<file path="src/rtl/pdx_pkg.sv">
package pdx_pkg;

   typedef enum logic {
      PDX_SCATTER = 1'b0,
      PDX_GATHER  = 1'b1
   } pdx_op_e;

   typedef enum logic {
      PDX_IDLE = 1'b0,
      PDX_RUN  = 1'b1
   } pdx_state_e;

endpackage

</file>
<file path="src/rtl/pdx_lowbit.sv">
// Lowest-set-bit finder: binary index, presence flag and the vector with that bit removed.
module pdx_lowbit #(
   parameter int WIDTH = 32,
   parameter int IDX_W = $clog2(WIDTH)
) (
   input  logic [WIDTH-1:0] vec_i,
   output logic [IDX_W-1:0] pos_o,
   output logic             any_o,
   output logic [WIDTH-1:0] rest_o
);

   localparam logic [WIDTH-1:0] ONE = {{(WIDTH-1){1'b0}}, 1'b1};

   function automatic logic [WIDTH-1:0] sel_mask(input int bitno);
      logic [WIDTH-1:0] m;
      for (int i = 0; i < WIDTH; i++) m[i] = ((i >> bitno) & 1) != 0;
      return m;
   endfunction

   logic [WIDTH-1:0] isolated;

   assign isolated = vec_i & (~vec_i + ONE);
   assign any_o    = |vec_i;
   assign rest_o   = vec_i & (vec_i - ONE);

   generate
      for (genvar b = 0; b < IDX_W; b++) begin : g_enc
         localparam logic [WIDTH-1:0] SEL = sel_mask(b);
         assign pos_o[b] = |(isolated & SEL);
      end
   endgenerate

   always_comb begin
      if (any_o) begin
         AST_POS_IS_SET: assert (vec_i[pos_o]);
         AST_POS_IS_LOWEST: assert ((vec_i & ((ONE << pos_o) - ONE)) == '0);
      end
   end

endmodule

</file>
<file path="src/rtl/pdx_ctrl.sv">
// Sequencer: idle/run state, packed-side index counter and the done pulse.
module pdx_ctrl
   import pdx_pkg::*;
#(
   parameter int IDX_W = 5
) (
   input  logic             clk,
   input  logic             rst_n,
   input  logic             start_i,
   input  logic             last_i,
   output logic             load_o,
   output logic             step_o,
   output logic             busy_o,
   output logic             done_o,
   output logic [IDX_W-1:0] idx_o
);

   pdx_state_e       state_q;
   logic [IDX_W-1:0] idx_q;
   logic             done_q;
   logic             finish;

   assign busy_o = (state_q == PDX_RUN);
   assign load_o = !busy_o && start_i;
   assign step_o = busy_o;
   assign finish = busy_o && last_i;
   assign done_o = done_q;
   assign idx_o  = idx_q;

   always_ff @(posedge clk or negedge rst_n) begin
      if (!rst_n) begin
         state_q <= PDX_IDLE;
         idx_q   <= '0;
         done_q  <= 1'b0;
      end else begin
         done_q <= finish;
         if (load_o) begin
            state_q <= PDX_RUN;
            idx_q   <= '0;
         end else if (step_o) begin
            idx_q <= idx_q + 1'b1;
            if (last_i) state_q <= PDX_IDLE;
         end
      end
   end

   AST_DONE_SINGLE: assert property (@(posedge clk) disable iff (!rst_n)
      done_o |=> !done_o);
   AST_IDX_ADVANCE: assert property (@(posedge clk) disable iff (!rst_n)
      (step_o && !last_i) |=> (idx_o == $past(idx_o) + 1'b1));
   AST_FINISH_TO_DONE: assert property (@(posedge clk) disable iff (!rst_n)
      finish |=> (done_o && !busy_o));

endmodule

</file>
<file path="src/rtl/pdx_bitmove.sv">
// Chooses the bit to read and the result position to write for the selected operation.
module pdx_bitmove
   import pdx_pkg::*;
#(
   parameter int WIDTH = 32,
   parameter int IDX_W = $clog2(WIDTH)
) (
   input  pdx_op_e          op_i,
   input  logic [WIDTH-1:0] src_i,
   input  logic [IDX_W-1:0] mask_pos_i,
   input  logic [IDX_W-1:0] pack_idx_i,
   output logic             bit_o,
   output logic [IDX_W-1:0] wr_pos_o
);

   always_comb begin
      if (op_i == PDX_SCATTER) begin
         bit_o    = src_i[pack_idx_i];
         wr_pos_o = mask_pos_i;
      end else begin
         bit_o    = src_i[mask_pos_i];
         wr_pos_o = pack_idx_i;
      end
   end

endmodule

</file>
<file path="src/rtl/pdx_unit.sv">
// Top: operand registers, working mask, result register.
module pdx_unit
   import pdx_pkg::*;
#(
   parameter int WIDTH = 32
) (
   input  logic             clk,
   input  logic             rst_n,
   input  logic             start_i,
   input  logic             op_i,
   input  logic [WIDTH-1:0] src_i,
   input  logic [WIDTH-1:0] mask_i,
   output logic [WIDTH-1:0] result_o,
   output logic             done_o
);

   localparam int IDX_W = (WIDTH > 1) ? $clog2(WIDTH) : 1;

   generate
      if (WIDTH < 2) begin : g_bad_width
         $error("pdx_unit: WIDTH must be at least 2");
      end
   endgenerate

   logic [WIDTH-1:0] src_q, mask_q, res_q, rest;
   pdx_op_e          op_q;
   logic [IDX_W-1:0] pos, idx, wr_pos;
   logic             any, last, load, step, busy, mv_bit;

   pdx_lowbit #(.WIDTH(WIDTH), .IDX_W(IDX_W)) lowbit_i (
      .vec_i (mask_q),
      .pos_o (pos),
      .any_o (any),
      .rest_o(rest)
   );

   assign last = (rest == '0);

   pdx_ctrl #(.IDX_W(IDX_W)) ctrl_i (
      .clk    (clk),
      .rst_n  (rst_n),
      .start_i(start_i),
      .last_i (last),
      .load_o (load),
      .step_o (step),
      .busy_o (busy),
      .done_o (done_o),
      .idx_o  (idx)
   );

   pdx_bitmove #(.WIDTH(WIDTH), .IDX_W(IDX_W)) move_i (
      .op_i      (op_q),
      .src_i     (src_q),
      .mask_pos_i(pos),
      .pack_idx_i(idx),
      .bit_o     (mv_bit),
      .wr_pos_o  (wr_pos)
   );

   always_ff @(posedge clk or negedge rst_n) begin
      if (!rst_n) begin
         src_q  <= '0;
         mask_q <= '0;
         res_q  <= '0;
         op_q   <= PDX_SCATTER;
      end else if (load) begin
         src_q  <= src_i;
         mask_q <= mask_i;
         res_q  <= '0;
         op_q   <= pdx_op_e'(op_i);
      end else if (step && any) begin
         mask_q         <= rest;
         res_q[wr_pos]  <= mv_bit;
      end
   end

   assign result_o = res_q;

   AST_ZERO_MASK_FAST: assert property (@(posedge clk) disable iff (!rst_n)
      (load && mask_i == '0) |=> ##1 done_o);
   AST_MASK_SHRINKS: assert property (@(posedge clk) disable iff (!rst_n)
      (busy && !last) |=> ($countones(mask_q) == $past($countones(mask_q)) - 1));
   AST_BUSY_START_IGNORED: assert property (@(posedge clk) disable iff (!rst_n)
      (busy && start_i) |=> ($stable(src_q) && $stable(op_q)));
   AST_RESULT_HOLDS: assert property (@(posedge clk) disable iff (!rst_n)
      (!busy && !load) |=> $stable(res_q));

endmodule

</file>
<file path="config.mk">
export PLATFORM = sky130hd
export DESIGN_NAME = pdx_unit
export DESIGN_NICKNAME = d
export VERILOG_FILES = /design/src/rtl/pdx_pkg.sv /design/src/rtl/pdx_lowbit.sv /design/src/rtl/pdx_ctrl.sv /design/src/rtl/pdx_bitmove.sv /design/src/rtl/pdx_unit.sv
export SDC_FILE = /design/constraint.sdc
export NUM_CORES = 1
export LEC_CHECK = 0
export BUFFER_PORTS_ARGS = -buffer_cell sky130_fd_sc_hd__buf_4
export CORE_UTILIZATION = 45
export DETAILED_ROUTE_END_ITERATION = 6
export HOLD_SLACK_MARGIN = 0.02
export PLACE_DENSITY = 0.68
export SYNTH_ARGS = -nofsm -noshare
export SYNTH_HDL_FRONTEND = slang
export SYNTH_SLANG_ARGS = --single-unit
</file>
<file path="constraint.sdc">
create_clock -name clk -period 7.3 [get_ports clk]
set_clock_uncertainty 0.05 [all_clocks]
set_input_delay 1.46 -clock clk [delete_from_list [all_inputs] [get_ports clk]]
set_output_delay 1.46 -clock clk [all_outputs]
set_load 0.005 [all_outputs]
</file>
==> results_tabular.tex, run 1 <==
\begin{tabular}{lr}
\hline
Metric & Value \\
\hline
\multicolumn{2}{l}{\textbf{Outcome}} \\
\quad Result of the run & complete, no violations \\
\multicolumn{2}{l}{\textbf{Yosys}} \\
\quad Most instantiated library cell after synthesis & sky130\_fd\_sc\_hd\_\_nand2\_1 \\
\quad Synth warn & 0 \\
\quad Top-area cell type share of the netlist area & 40.9\% \\
\quad Post-Syn Area & 6360 um\^{}2 \\
\quad Net Count, Synth & 770 \\
\quad Cell taking the most area after synthesis & sky130\_fd\_sc\_hd\_\_dfrtp\_1 \\
\quad Leading cell types by count after synthesis & sky130\_fd\_sc\_hd\_\_nand2\_1 (180), sky130\_fd\_sc\_hd\_\_dfrtp\_1 (104), sky130\_fd\_sc\_hd\_\_nand3\_1 (51) \\
\quad Per-instance average area after synthesis & 9.07 um\^{}2 \\
\quad Number of flops mapped to enable cells by yosys & 0 \\
\quad Sequential share of the synthesized area & 40.9\% \\
\quad Main flop type after synthesis & sky130\_fd\_sc\_hd\_\_dfrtp\_1 \\
\quad Async SR Flop Fraction & 100\% \\
\quad Synth top area cells & sky130\_fd\_sc\_hd\_\_dfrtp\_1 (41\%), sky130\_fd\_sc\_hd\_\_nand2\_1 (11\%), sky130\_fd\_sc\_hd\_\_o31ai\_2 (5.9\%), sky130\_fd\_sc\_hd\_\_nand3\_1 (4.0\%), sky130\_fd\_sc\_hd\_\_a22o\_1 (3.7\%) \\
\quad Synth Instances & 701 \\
\quad Post-synthesis register bit count & 104 \\
\quad Number of unique standard cell types used by synthesis & 75 \\
\multicolumn{2}{l}{\textbf{Power and ir drop}} \\
\quad Worst supply voltage drop on vdd & 355 uV \\
\quad Cell Pwr Density & 559 nW/um\^{}2 \\
\quad Reported leakage power & 0.00334 uW \\
\multicolumn{2}{l}{\textbf{Clock network}} \\
\quad H-tree depth & 3 \\
\quad Clock tree from TritonCTS & yes \\
\quad Post-CTS Setup Repair Bufs & 0 \\
\quad Clk sinks & 104 \\
\quad Clock Pin Slew Worst Setup and Hold Paths & 0.07 ns \\
\quad Maximum buffer depth of the clock tree & 2 \\
\quad Clock latency reported for the late side of the worst-skew pair & 0.36 ns \\
\quad Buffer type at the clock tree root & sky130\_fd\_sc\_hd\_\_clkbuf\_16 \\
\quad Count of cells resized by post-cts repair & 0 \\
\quad Number of hold buffers added after CTS & 0 \\
\quad Cts bufs inserted & 9 \\
\multicolumn{2}{l}{\textbf{Critical path}} \\
\quad Setup Crit Path Kind & reg -> reg \\
\quad Worst r2r path cells & 10 \\
\quad Startpoint types & flip-flop \\
\quad WP data required & 7.45 ns \\
\quad Maximum fanout count along the critical path & 32 \\
\quad Reg2reg setup slack & 2.72 ns \\
\quad Critical R2R Capture & result\_o[0] \\
\quad Category of the worst setup path capture point & flip-flop \\
\quad Critical path data arrival time & 4.73 ns \\
\quad Reg-to-reg startpoint & mask\_q[5] \\
\multicolumn{2}{l}{\textbf{Drt}} \\
\quad Per-cell via count in the routed design & 5.89 \\
\quad Vias & 5562 \\
\quad Iteration-0 DRC count of the detailed router & 442 \\
\quad Drc violations & 0 \\
\quad Average wire per standard cell & 18.0 um \\
\quad Number of nets with antenna violations after detailed routing & 0 \\
\quad Routed Wire Length & 17000 um \\
\quad First-pass DRT Iterations & 6 \\
\multicolumn{2}{l}{\textbf{Global route}} \\
\quad Overall track demand over capacity in global routing & 24.3\% \\
\quad First-pass GRT wire length & 27700 um \\
\quad Initial antenna violation count & 0 \\
\quad Remaining global-route overflow & 0 \\
\quad Pin count of the biggest net entering global routing & 78 \\
\quad Via count of the first global-routing pass & 5389 \\
\multicolumn{2}{l}{\textbf{STA}} \\
\quad Final total negative setup slack & 0 ns \\
\quad Final Hold Violating Endpoints & 0 \\
\quad Max Clk Rate & 218 MHz \\
\quad Period utilization & 62.7\% \\
\quad Slew at the pin closest to its max-slew limit & 1.29 ns \\
\quad Number of setup violations in the final report & 0 \\
\quad Time the final worst path needs with I/O delays and setup & 4.58 ns \\
\quad RSZ-0062 raised after global routing & false \\
\quad Worst slew margin relative to its limit & 13.5\% \\
\quad Number of slew-limit violations in the final report & 0 \\
\quad Worst hold slack & 0.456 ns \\
\quad Final setup slack of the worst path & 2.72 ns \\
\multicolumn{2}{l}{\textbf{Placed design}} \\
\quad Final estimated routing congestion in global placement & 0.918 \\
\quad Detailed-placement wirelength estimate & 11800 um \\
\quad Dpl ws & 2.83 ns \\
\quad Count of input and output buffers & 100 \\
\multicolumn{2}{l}{\textbf{Floorplan}} \\
\quad Std-Cell Core Area & 13800 um\^{}2 \\
\quad Width of the die & 121 um \\
\quad Initial standard-cell utilization of the core & 46.0\% \\
\quad Die span in y & 121 um \\
\quad Area enclosed by the die boundary & 14600 um\^{}2 \\
\quad Placement Rows & 43 \\
\quad Number of ports placed on the die boundary & 101 \\
\multicolumn{2}{l}{\textbf{Flow run}} \\
\quad Number of max-cap violations & 0 \\
\multicolumn{2}{l}{\textbf{Layout}} \\
\quad Filler instances & 1305 \\
\quad Layout cells sized above 1 & 23.8\% \\
\quad Area grow syn2layout & 13.9\% \\
\quad Layout net count & 829 \\
\quad Count of inserted antenna diode cells & 0 \\
\quad Final design utilization & 52.4\% \\
\multicolumn{2}{l}{\textbf{Hold path}} \\
\quad Hold Crit Class & reg -> reg \\
\quad Hold-critical path endpoint & src\_q[7] \\
\quad Worst Hold Path Cells & 2 \\
\quad Start point of the worst hold path & src\_q[7] \\
\hline
\end{tabular}
-- flip-flops by register name, summed over array words and instances, names as in the netlist --
name / flops
ctrl_i.busy_o: 1
op_q: 1
ctrl_i.idx_o: 5
src_q: 32
mask_q: 32
ctrl_i.done_o: 1
result_o: 32
-- placed cells by master (no fill, tap or decap), types with 5 or more instances in the layout --
| cell | n |
|---|---|
| sky130_fd_sc_hd__nand2_1 | 179 |
| sky130_fd_sc_hd__dfrtp_1 | 104 |
| sky130_fd_sc_hd__buf_4 | 104 |
| sky130_fd_sc_hd__nand3_1 | 51 |
| sky130_fd_sc_hd__o21ai_0 | 35 |
| sky130_fd_sc_hd__nor2_1 | 30 |
| sky130_fd_sc_hd__o31ai_2 | 30 |
| sky130_fd_sc_hd__a22o_1 | 27 |
| sky130_fd_sc_hd__a21oi_1 | 17 |
| sky130_fd_sc_hd__nor3_1 | 15 |
| sky130_fd_sc_hd__inv_1 | 14 |
| sky130_fd_sc_hd__mux4_2 | 10 |
| sky130_fd_sc_hd__clkbuf_16 | 9 |
| sky130_fd_sc_hd__nand4_1 | 8 |
| sky130_fd_sc_hd__nor4_1 | 8 |
| sky130_fd_sc_hd__a32oi_1 | 7 |
| sky130_fd_sc_hd__nand2b_1 | 6 |
| sky130_fd_sc_hd__o22ai_1 | 6 |
| sky130_fd_sc_hd__o31ai_1 | 5 |
-- final cells by class --
type / count / area, um^2 / share of cell area (%)
multi-input cells: 527 / 3330 / 45.9
flip-flops and latches: 104 / 2600 / 35.9
repair buffers: 104 / 781 / 10.8
clock buffers: 12 / 236 / 3.26
well taps: 180 / 225 / 3.11
inverters: 14 / 52.6 / 0.726
clock inverters: 3 / 20.0 / 0.276
-- how the worst max path moves through the flow --
| stage | start | to | slack, ns | cells past startpoint |
|---|---|---|---|---|
| floorplan | mask_q[16] | result_o[29] | 3.71 | 14 |
| global placement | mask_q[5] | result_o[0] | 2.95 | 10 |
| detailed placement | mask_q[5] | result_o[0] | 2.83 | 10 |
| CTS | mask_q[5] | result_o[0] | 2.80 | 10 |
| global route | mask_q[5] | result_o[31] | 2.55 | 10 |
| finish | mask_q[5] | result_o[0] | 2.72 | 10 |
-- where the power goes --
group | internal, uW | leakage, uW | total [uW] | switching, uW
registers | 787 | 0.00136 | 1070 | 287
logic | 954 | 0.00185 | 2530 | 1580
clock network | 229 | 0.000119 | 445 | 216
total | 1970 | 0.00334 | 4050 | 2080
-- layer usage --
metal  vias to the layer above  global-route usage, %  routed length [um]
met5                         -                      0                   0
met4                         0                   7.48                 208
met3                        20                   5.17                 915
met2                       181                   39.2                8350
met1                      2711                   32.7                7550
li1                       2650                      -                   -
-- cells by family after synthesis --
family          Yosys count  synth area share, %
flops                   104                 40.9
fa+ha+maj                 4                0.669
buf+inv                  70                 7.06
simple gates            338                 25.0
compound gates          171                 22.2
xor+xnor                  3                0.413
mux                      11                 3.72
-- worst max-delay path, cell delays in order (launching register included) --
cell	delay, ns
sky130_fd_sc_hd__dfrtp_1	0.50
sky130_fd_sc_hd__nor4_2	0.51
sky130_fd_sc_hd__nand3_1	0.40
sky130_fd_sc_hd__or3_4	0.52
sky130_fd_sc_hd__o32a_2	0.45
sky130_fd_sc_hd__and3_1	0.40
sky130_fd_sc_hd__a21oi_1	0.24
sky130_fd_sc_hd__a32oi_1	0.08
sky130_fd_sc_hd__a22oi_1	0.20
sky130_fd_sc_hd__and4b_2	0.91
sky130_fd_sc_hd__o31ai_1	0.15
-- stage by stage --
| stage | cells | total power [uW] | area [um^2] |
|---|---|---|---|
| CTS | 944 | 4050 | 7240 |
| global placement | 929 | 3540 | 6990 |
| detailed placement | 929 | 3600 | 6990 |
| floorplan | 701 | 3250 | 6360 |
| global route | 944 | 4370 | 7240 |
| finish | 944 | 4050 | 7240 |
No activity file was read; power rests on OpenSTA's default activity.
==> run 2: changes to the inputs <==
==> constraint.sdc (replaced) <==
create_clock -name clk -period 4.55 [get_ports clk]
set_clock_uncertainty 0.05 [all_clocks]
set_input_delay 0.91 -clock clk [delete_from_list [all_inputs] [get_ports clk]]
set_output_delay 0.91 -clock clk [all_outputs]
set_load 0.005 [all_outputs]
==> results_tabular.tex, run 2 (synthesized netlist as in run 1, its figures left out) <==
\begin{tabular}{lr}
\hline
Metric & Value \\
\hline
\multicolumn{2}{l}{\textbf{Clock network}} \\
\quad Count of cells resized by post-cts repair & 0 \\
\quad Clock tree from TritonCTS & yes \\
\quad Clock latency reported for the late side of the worst-skew pair & 0.36 ns \\
\quad Clock Pin Slew Worst Setup and Hold Paths & 0.07 ns \\
\quad Buffer type at the clock tree root & sky130\_fd\_sc\_hd\_\_clkbuf\_16 \\
\quad Cts bufs inserted & 9 \\
\quad Number of hold buffers added after CTS & 0 \\
\quad Maximum buffer depth of the clock tree & 2 \\
\quad Post-CTS Setup Repair Bufs & 0 \\
\quad H-tree depth & 3 \\
\quad Clk sinks & 104 \\
\multicolumn{2}{l}{\textbf{Global route}} \\
\quad Initial antenna violation count & 0 \\
\quad Pin count of the biggest net entering global routing & 78 \\
\quad Overall track demand over capacity in global routing & 24.6\% \\
\quad Remaining global-route overflow & 0 \\
\quad First-pass GRT wire length & 28200 um \\
\quad Via count of the first global-routing pass & 5534 \\
\multicolumn{2}{l}{\textbf{Drt}} \\
\quad Number of nets with antenna violations after detailed routing & 0 \\
\quad Vias & 5604 \\
\quad Highest metal layer with signal wires & met4 \\
\quad Per-cell via count in the routed design & 5.89 \\
\quad Met3 wire length & 885 um \\
\quad Average wire per standard cell & 17.9 um \\
\quad First-pass DRT Iterations & 5 \\
\quad Routed Wire Length & 17100 um \\
\quad Length of routed met2 wiring & 8400 um \\
\quad Iteration-0 DRC count of the detailed router & 501 \\
\quad Metal-1 WL & 7530 um \\
\quad Drc violations & 0 \\
\multicolumn{2}{l}{\textbf{Critical path}} \\
\quad Critical-path top delay cell & sky130\_fd\_sc\_hd\_\_or4\_1 \\
\quad WP data required & 4.72 ns \\
\quad Category of the worst setup path capture point & flip-flop \\
\quad Reg-to-reg startpoint & mask\_q[16] \\
\quad Setup Crit Path Kind & reg -> reg \\
\quad Worst Setup SP & mask\_q[16] \\
\quad Critical path data arrival time & 4.31 ns \\
\quad Ordered list of cells on the worst path & or4\_1 > or3\_1 > or3\_4 > o32a\_2 > and3\_1 > a21oi\_2 > a32oi\_1 > a22oi\_1 > a41o\_4 > o31ai\_1 \\
\quad Cell class contributing the biggest share of worst-path delay & simple AND/OR/NAND/NOR gates \\
\quad Startpoint types & flip-flop \\
\quad Buffers and inverters on the worst path & 0 \\
\quad Critical path's largest stage delay & 0.59 ns \\
\quad Maximum fanout count along the critical path & 32 \\
\multicolumn{2}{l}{\textbf{STA}} \\
\quad Final total negative setup slack & 0 ns \\
\quad Time the final worst path needs with I/O delays and setup & 4.13 ns \\
\quad Worst slew margin relative to its limit & 16.6\% \\
\quad Final Hold Violating Endpoints & 0 \\
\quad RSZ-0062 raised after global routing & false \\
\quad Period utilization & 90.8\% \\
\quad Number of setup violations in the final report & 0 \\
\quad Max Clk Rate & 242 MHz \\
\quad Slew at the pin closest to its max-slew limit & 1.24 ns \\
\quad Number of slew-limit violations in the final report & 0 \\
\multicolumn{2}{l}{\textbf{Floorplan}} \\
\quad Die span in y & 121 um \\
\quad Std-Cell Core Area & 13800 um\^{}2 \\
\quad Width of the die & 121 um \\
\quad Number of ports placed on the die boundary & 101 \\
\quad Initial standard-cell utilization of the core & 46.0\% \\
\quad Placement Rows & 43 \\
\quad Area enclosed by the die boundary & 14600 um\^{}2 \\
\multicolumn{2}{l}{\textbf{Power and ir drop}} \\
\quad Post-route total power & 6750 uW \\
\quad Cell Pwr Density & 914 nW/um\^{}2 \\
\quad Worst supply voltage drop on vdd & 779 uV \\
\quad Reported leakage power & 0.00341 uW \\
\multicolumn{2}{l}{\textbf{Layout}} \\
\quad Area grow syn2layout & 16.2\% \\
\quad Commonest cells after routing, fill and taps aside & sky130\_fd\_sc\_hd\_\_nand2\_1 (179), sky130\_fd\_sc\_hd\_\_buf\_4 (108), sky130\_fd\_sc\_hd\_\_dfrtp\_1 (104) \\
\quad Layout cells sized above 1 & 24.8\% \\
\quad Count of inserted antenna diode cells & 0 \\
\quad Most common cell after layout, fill and taps aside & sky130\_fd\_sc\_hd\_\_nand2\_1 \\
\quad Non-Filler Instances & 951 \\
\quad Layout net count & 835 \\
\multicolumn{2}{l}{\textbf{Placed design}} \\
\quad Detailed-placement wirelength estimate & 11900 um \\
\quad Final estimated routing congestion in global placement & 0.924 \\
\quad DP Cell Count & 935 \\
\quad Count of input and output buffers & 100 \\
\multicolumn{2}{l}{\textbf{Flow run}} \\
\quad Number of max-cap violations & 0 \\
\multicolumn{2}{l}{\textbf{Outcome}} \\
\quad Result of the run & complete, no violations \\
\multicolumn{2}{l}{\textbf{Hold path}} \\
\quad Hold Crit Class & reg -> reg \\
\quad Start point of the worst hold path & result\_o[31] \\
\hline
\end{tabular}
==> run 2: worst paths after layout <==
path	cells past startpoint	slack (ns)	endpoint
worst min-delay path	2	0.46	result_o[31]
worst min register to register	2	0.46	result_o[31]
worst max register to register	10	0.42	result_o[0]
min in group asynchronous	1	0.50	ctrl_i.done_o
max in group asynchronous	2	3.09	result_o[27]
worst max-delay path	10	0.42	result_o[0]
==> run 2: routing by layer <==
| metal | global-route usage, % | vias up |
|---|---|---|
| met4 | 7.64 | 0 |
| met5 | 0 | - |
| met3 | 5.92 | 19 |
| met1 | 32.9 | 2748 |
| met2 | 39.4 | 181 |
| li1 | - | 2656 |
==> run 2: cell type report <==
class	count	area [um^2]
fillers	1261	6440
multi-input cells	527	3330
flip-flops and latches	104	2600
repair buffers	110	851
clock buffers	12	256
well taps	180	225
clock inverters	4	76.3
inverters	14	52.6
==> run 2: stage by stage <==
stage | hold slack [ns] | cell area [um^2] | worst slack (ns) | util (%)
6_report | 0.462 | 7390 | 0.418 | 53.4
5_1_grt | 0.486 | 7390 | 0.190 | 53.4
4_1_cts | 0.462 | 7390 | 0.445 | 53.4
3_5_place_dp | 0.443 | 7060 | 0.472 | 51.0
3_3_place_gp | 0.430 | 7060 | 0.538 | 51.0
2_1_floorplan | 0.410 | 6360 | 0.956 | -
==> run 2: tightest hold or removal path: cells and delay by family (launching register included) <==
kind	cells	cell delay, ns
DFF	1	0.35
AOI/OAI and AO/OA	1	0.06
and+or+nand+nor	1	0.07
==> run 2: power breakdown <==
part	total (uW)	switching (uW)	internal, uW	leakage, uW
logic	4170	2570	1600	0.00189
clock network	867	354	514	0.000159
registers	1720	460	1260	0.00136
==> run 3: changes to the inputs <==
--- a/config.mk
+++ b/config.mk
@@ -7,9 +7,11 @@
 export LEC_CHECK = 0
 export BUFFER_PORTS_ARGS = -buffer_cell sky130_fd_sc_hd__buf_4
 export CORE_UTILIZATION = 45
+export CTS_BUF_LIST = sky130_fd_sc_hd__clkbuf_4 sky130_fd_sc_hd__clkbuf_8
 export DETAILED_ROUTE_END_ITERATION = 6
 export HOLD_SLACK_MARGIN = 0.02
-export PLACE_DENSITY = 0.68
+export PLACE_DENSITY = 0.71
 export SYNTH_ARGS = -nofsm -noshare
 export SYNTH_HDL_FRONTEND = slang
+export SYNTH_HIERARCHICAL = 1
 export SYNTH_SLANG_ARGS = --single-unit
==> constraint.sdc (replaced) <==
create_clock -name clk -period 3.6 [get_ports clk]
set_clock_uncertainty 0.05 [all_clocks]
set_input_delay 0.72 -clock clk [delete_from_list [all_inputs] [get_ports clk]]
set_output_delay 0.72 -clock clk [all_outputs]
set_load 0.005 [all_outputs]
==> results_tabular.tex, run 3 <==
\begin{tabular}{lr}
\hline
Metric & Value \\
\hline
\multicolumn{2}{l}{\textbf{Outcome}} \\
\quad Result of the run & finished, violations left \\
\quad Failing checks & negative setup slack \\
\multicolumn{2}{l}{\textbf{Clock network}} \\
\quad H-tree depth & 3 \\
\quad Clock latency reported for the late side of the worst-skew pair & 0.39 ns \\
\quad Cts bufs inserted & 9 \\
\quad Clock Pin Slew Worst Setup and Hold Paths & 0.10 ns \\
\quad Clock tree from TritonCTS & yes \\
\quad Number of hold buffers added after CTS & 0 \\
\quad Maximum buffer depth of the clock tree & 2 \\
\quad Buffer type at the clock tree root & sky130\_fd\_sc\_hd\_\_clkbuf\_8 \\
\quad Clk sinks & 104 \\
\multicolumn{2}{l}{\textbf{Layout}} \\
\quad Area of the multi-input gates & 3340 um\^{}2 \\
\quad Non-Filler Instances & 879 \\
\quad Most common cell after layout, fill and taps aside & sky130\_fd\_sc\_hd\_\_buf\_4 \\
\quad Final design utilization & 57.2\% \\
\quad Layout cells sized above 1 & 35.0\% \\
\quad Filler instances & 1148 \\
\quad Commonest cells after routing, fill and taps aside & sky130\_fd\_sc\_hd\_\_buf\_4 (137), sky130\_fd\_sc\_hd\_\_dfrtp\_1 (101), sky130\_fd\_sc\_hd\_\_nand2\_1 (77) \\
\quad Cell area after layout & 7570 um\^{}2 \\
\quad Area of all sequential standard cells & 2610 um\^{}2 \\
\quad Count of inserted antenna diode cells & 0 \\
\quad Area grow syn2layout & 23.9\% \\
\quad Layout net count & 767 \\
\multicolumn{2}{l}{\textbf{Critical path}} \\
\quad Buffers and inverters on the worst path & 5 \\
\quad Critical path depth & 17 \\
\quad Critical path data arrival time & 3.85 ns \\
\quad Ordered list of cells on the worst path & nor4\_4 > buf\_4 > nand4\_1 > buf\_4 > nor4\_4 > a21oi\_1 > nand2\_1 > buf\_12 > mux4\_2 > nor2b\_1 > a211o\_1 > a211oi\_2 > nor4b\_1 > nand2b\_1 > buf\_12 > clkbuf\_16 > mux2i\_1 \\
\quad Cell class contributing the biggest share of worst-path delay & simple AND/OR/NAND/NOR gates \\
\quad Worst Setup SP & mask\_q[0] \\
\quad Reg-to-reg startpoint & mask\_q[0] \\
\quad Setup Crit Path Kind & reg -> reg \\
\quad Maximum fanout count along the critical path & 9 \\
\quad WP data required & 3.83 ns \\
\quad Category of the worst setup path capture point & flip-flop \\
\quad Worst r2r path cells & 17 \\
\quad Startpoint types & flip-flop \\
\quad Critical-path top delay cell & sky130\_fd\_sc\_hd\_\_dfrtp\_2 \\
\quad Critical path's largest stage delay & 0.47 ns \\
\multicolumn{2}{l}{\textbf{STA}} \\
\quad Final Hold Violating Endpoints & 0 \\
\quad Number of slew-limit violations in the final report & 0 \\
\quad RSZ-0062 raised after global routing & true \\
\quad Max Clk Rate & 276 MHz \\
\quad Number of setup violations in the final report & 24 \\
\quad Slew at the pin closest to its max-slew limit & 0.779 ns \\
\quad Worst hold slack & 0.285 ns \\
\quad Period utilization & 101\% \\
\quad Final setup slack of the worst path & -0.0222 ns \\
\quad Time the final worst path needs with I/O delays and setup & 3.62 ns \\
\quad Worst slew margin relative to its limit & 48.1\% \\
\multicolumn{2}{l}{\textbf{Drt}} \\
\quad Vias & 5008 \\
\quad Routed Wire Length & 15500 um \\
\quad Per-cell via count in the routed design & 5.70 \\
\quad Iteration-0 DRC count of the detailed router & 394 \\
\quad Average wire per standard cell & 17.6 um \\
\quad Drc violations & 0 \\
\quad First-pass DRT Iterations & 5 \\
\quad Number of nets with antenna violations after detailed routing & 0 \\
\multicolumn{2}{l}{\textbf{Global route}} \\
\quad Via count of the first global-routing pass & 4970 \\
\quad Pin count of the biggest net entering global routing & 64 \\
\quad Overall track demand over capacity in global routing & 22.3\% \\
\quad Initial antenna violation count & 0 \\
\quad First-pass GRT wire length & 24800 um \\
\quad Remaining global-route overflow & 0 \\
\multicolumn{2}{l}{\textbf{Placed design}} \\
\quad DP Cell Count & 849 \\
\quad Final estimated routing congestion in global placement & 0.964 \\
\quad Area of placed instances & 7180 um\^{}2 \\
\quad Detailed-placement wirelength estimate & 10900 um \\
\quad Count of input and output buffers & 100 \\
\multicolumn{2}{l}{\textbf{Yosys}} \\
\quad Net Count, Synth & 644 \\
\quad Per-instance average area after synthesis & 10.6 um\^{}2 \\
\quad Most instantiated library cell after synthesis & sky130\_fd\_sc\_hd\_\_dfrtp\_1 \\
\quad Number of flops mapped to enable cells by yosys & 0 \\
\quad Number of unique standard cell types used by synthesis & 63 \\
\quad Async SR Flop Fraction & 100\% \\
\quad Leading cell types by count after synthesis & sky130\_fd\_sc\_hd\_\_dfrtp\_1 (104), sky130\_fd\_sc\_hd\_\_nand2\_1 (77), sky130\_fd\_sc\_hd\_\_mux2i\_1 (68) \\
\quad Cell taking the most area after synthesis & sky130\_fd\_sc\_hd\_\_dfrtp\_1 \\
\quad Sequential share of the synthesized area & 42.6\% \\
\quad Synth warn & 6 \\
\quad Main flop type after synthesis & sky130\_fd\_sc\_hd\_\_dfrtp\_1 \\
\quad Top-area cell type share of the netlist area & 42.6\% \\
\quad Post-Syn Area & 6110 um\^{}2 \\
\quad Synth Instances & 575 \\
\quad Post-synthesis register bit count & 104 \\
\quad Synth top area cells & sky130\_fd\_sc\_hd\_\_dfrtp\_1 (43\%), sky130\_fd\_sc\_hd\_\_mux2i\_1 (11\%), sky130\_fd\_sc\_hd\_\_mux2\_2 (7.4\%), sky130\_fd\_sc\_hd\_\_mux4\_2 (5.2\%), sky130\_fd\_sc\_hd\_\_nand2\_1 (4.7\%) \\
\multicolumn{2}{l}{\textbf{Floorplan}} \\
\quad Initial standard-cell utilization of the core & 46.2\% \\
\quad Die span in y & 119 um \\
\quad Placement Rows & 42 \\
\quad Area enclosed by the die boundary & 14100 um\^{}2 \\
\quad Number of ports placed on the die boundary & 101 \\
\quad Width of the die & 119 um \\
\quad Std-Cell Core Area & 13200 um\^{}2 \\
\multicolumn{2}{l}{\textbf{Flow run}} \\
\quad Number of max-cap violations & 0 \\
\multicolumn{2}{l}{\textbf{Hold path}} \\
\quad Hold Crit Class & in -> async \\
\hline
\end{tabular}
==> run 3: kinds of logic (layout without fill, tap and decap cells) <==
kind of cell	Yosys count	count (layout)	share of synthesized area (%)
adder cells (fa/ha/maj)	1	1	0.205
AND/OR/NAND/NOR	222	222	20.1
multiplexers	125	125	24.8
other	1	1	0.0613
buffers and inverters	41	169	3.68
AO/OA/AOI/OAI	79	79	8.33
XOR/XNOR	2	2	0.287
flip-flops	104	104	42.6
==> run 3: through the flow <==
stage               setup TNS, ns  setup slack [ns]
finish                     -0.186           -0.0222
CTS                             0            0.0121
floorplan                       0            0.0733
global route                -4.28            -0.153
detailed placement          -1.24           -0.0502
global placement                0            0.0627
==> run 3: per-layer routing <==
layer  up-vias  global-route usage, %  share of wire [%]
met5         -                      0                  0
met4         0                   8.86                2.4
met3        30                   3.67                5.1
met2       161                   35.8                 48
met1      2495                   30.0                 45
li1       2322                      -                  -
==> run 3: path summary, 6_finish.rpt <==
kind | end | slack [ns]
hold reg to reg | src_q[2] | 0.50
min in group clk | mask_q[22] | 0.48
hold / removal | mask_q[13] | 0.28
setup reg to reg | result_o[9] | -0.02
max in group asynchronous | result_o[26] | 2.50
setup / recovery | result_o[9] | -0.02
==> run 3: cell type report <==
cell class	instances	area share, %
clock buffer	12	2.02
clock inverter	4	0.397
inverter	7	0.347
multi-input combinational	430	44.1
sequential	104	34.4
tap	176	2.91
timing repair buffer	146	15.9
==> run 3: repair_timing <==
item,4_1_cts,5_1_grt
endpoints found under the setup margin,32,32
resized for setup,2,11
setup buffers,0,11
pin swaps,0,5
cloned,0,3
Power of run 3 is left out: the tool's default activity adds up to more than one toggle a clock period on the data nets, which glitch-free logic cannot reach.
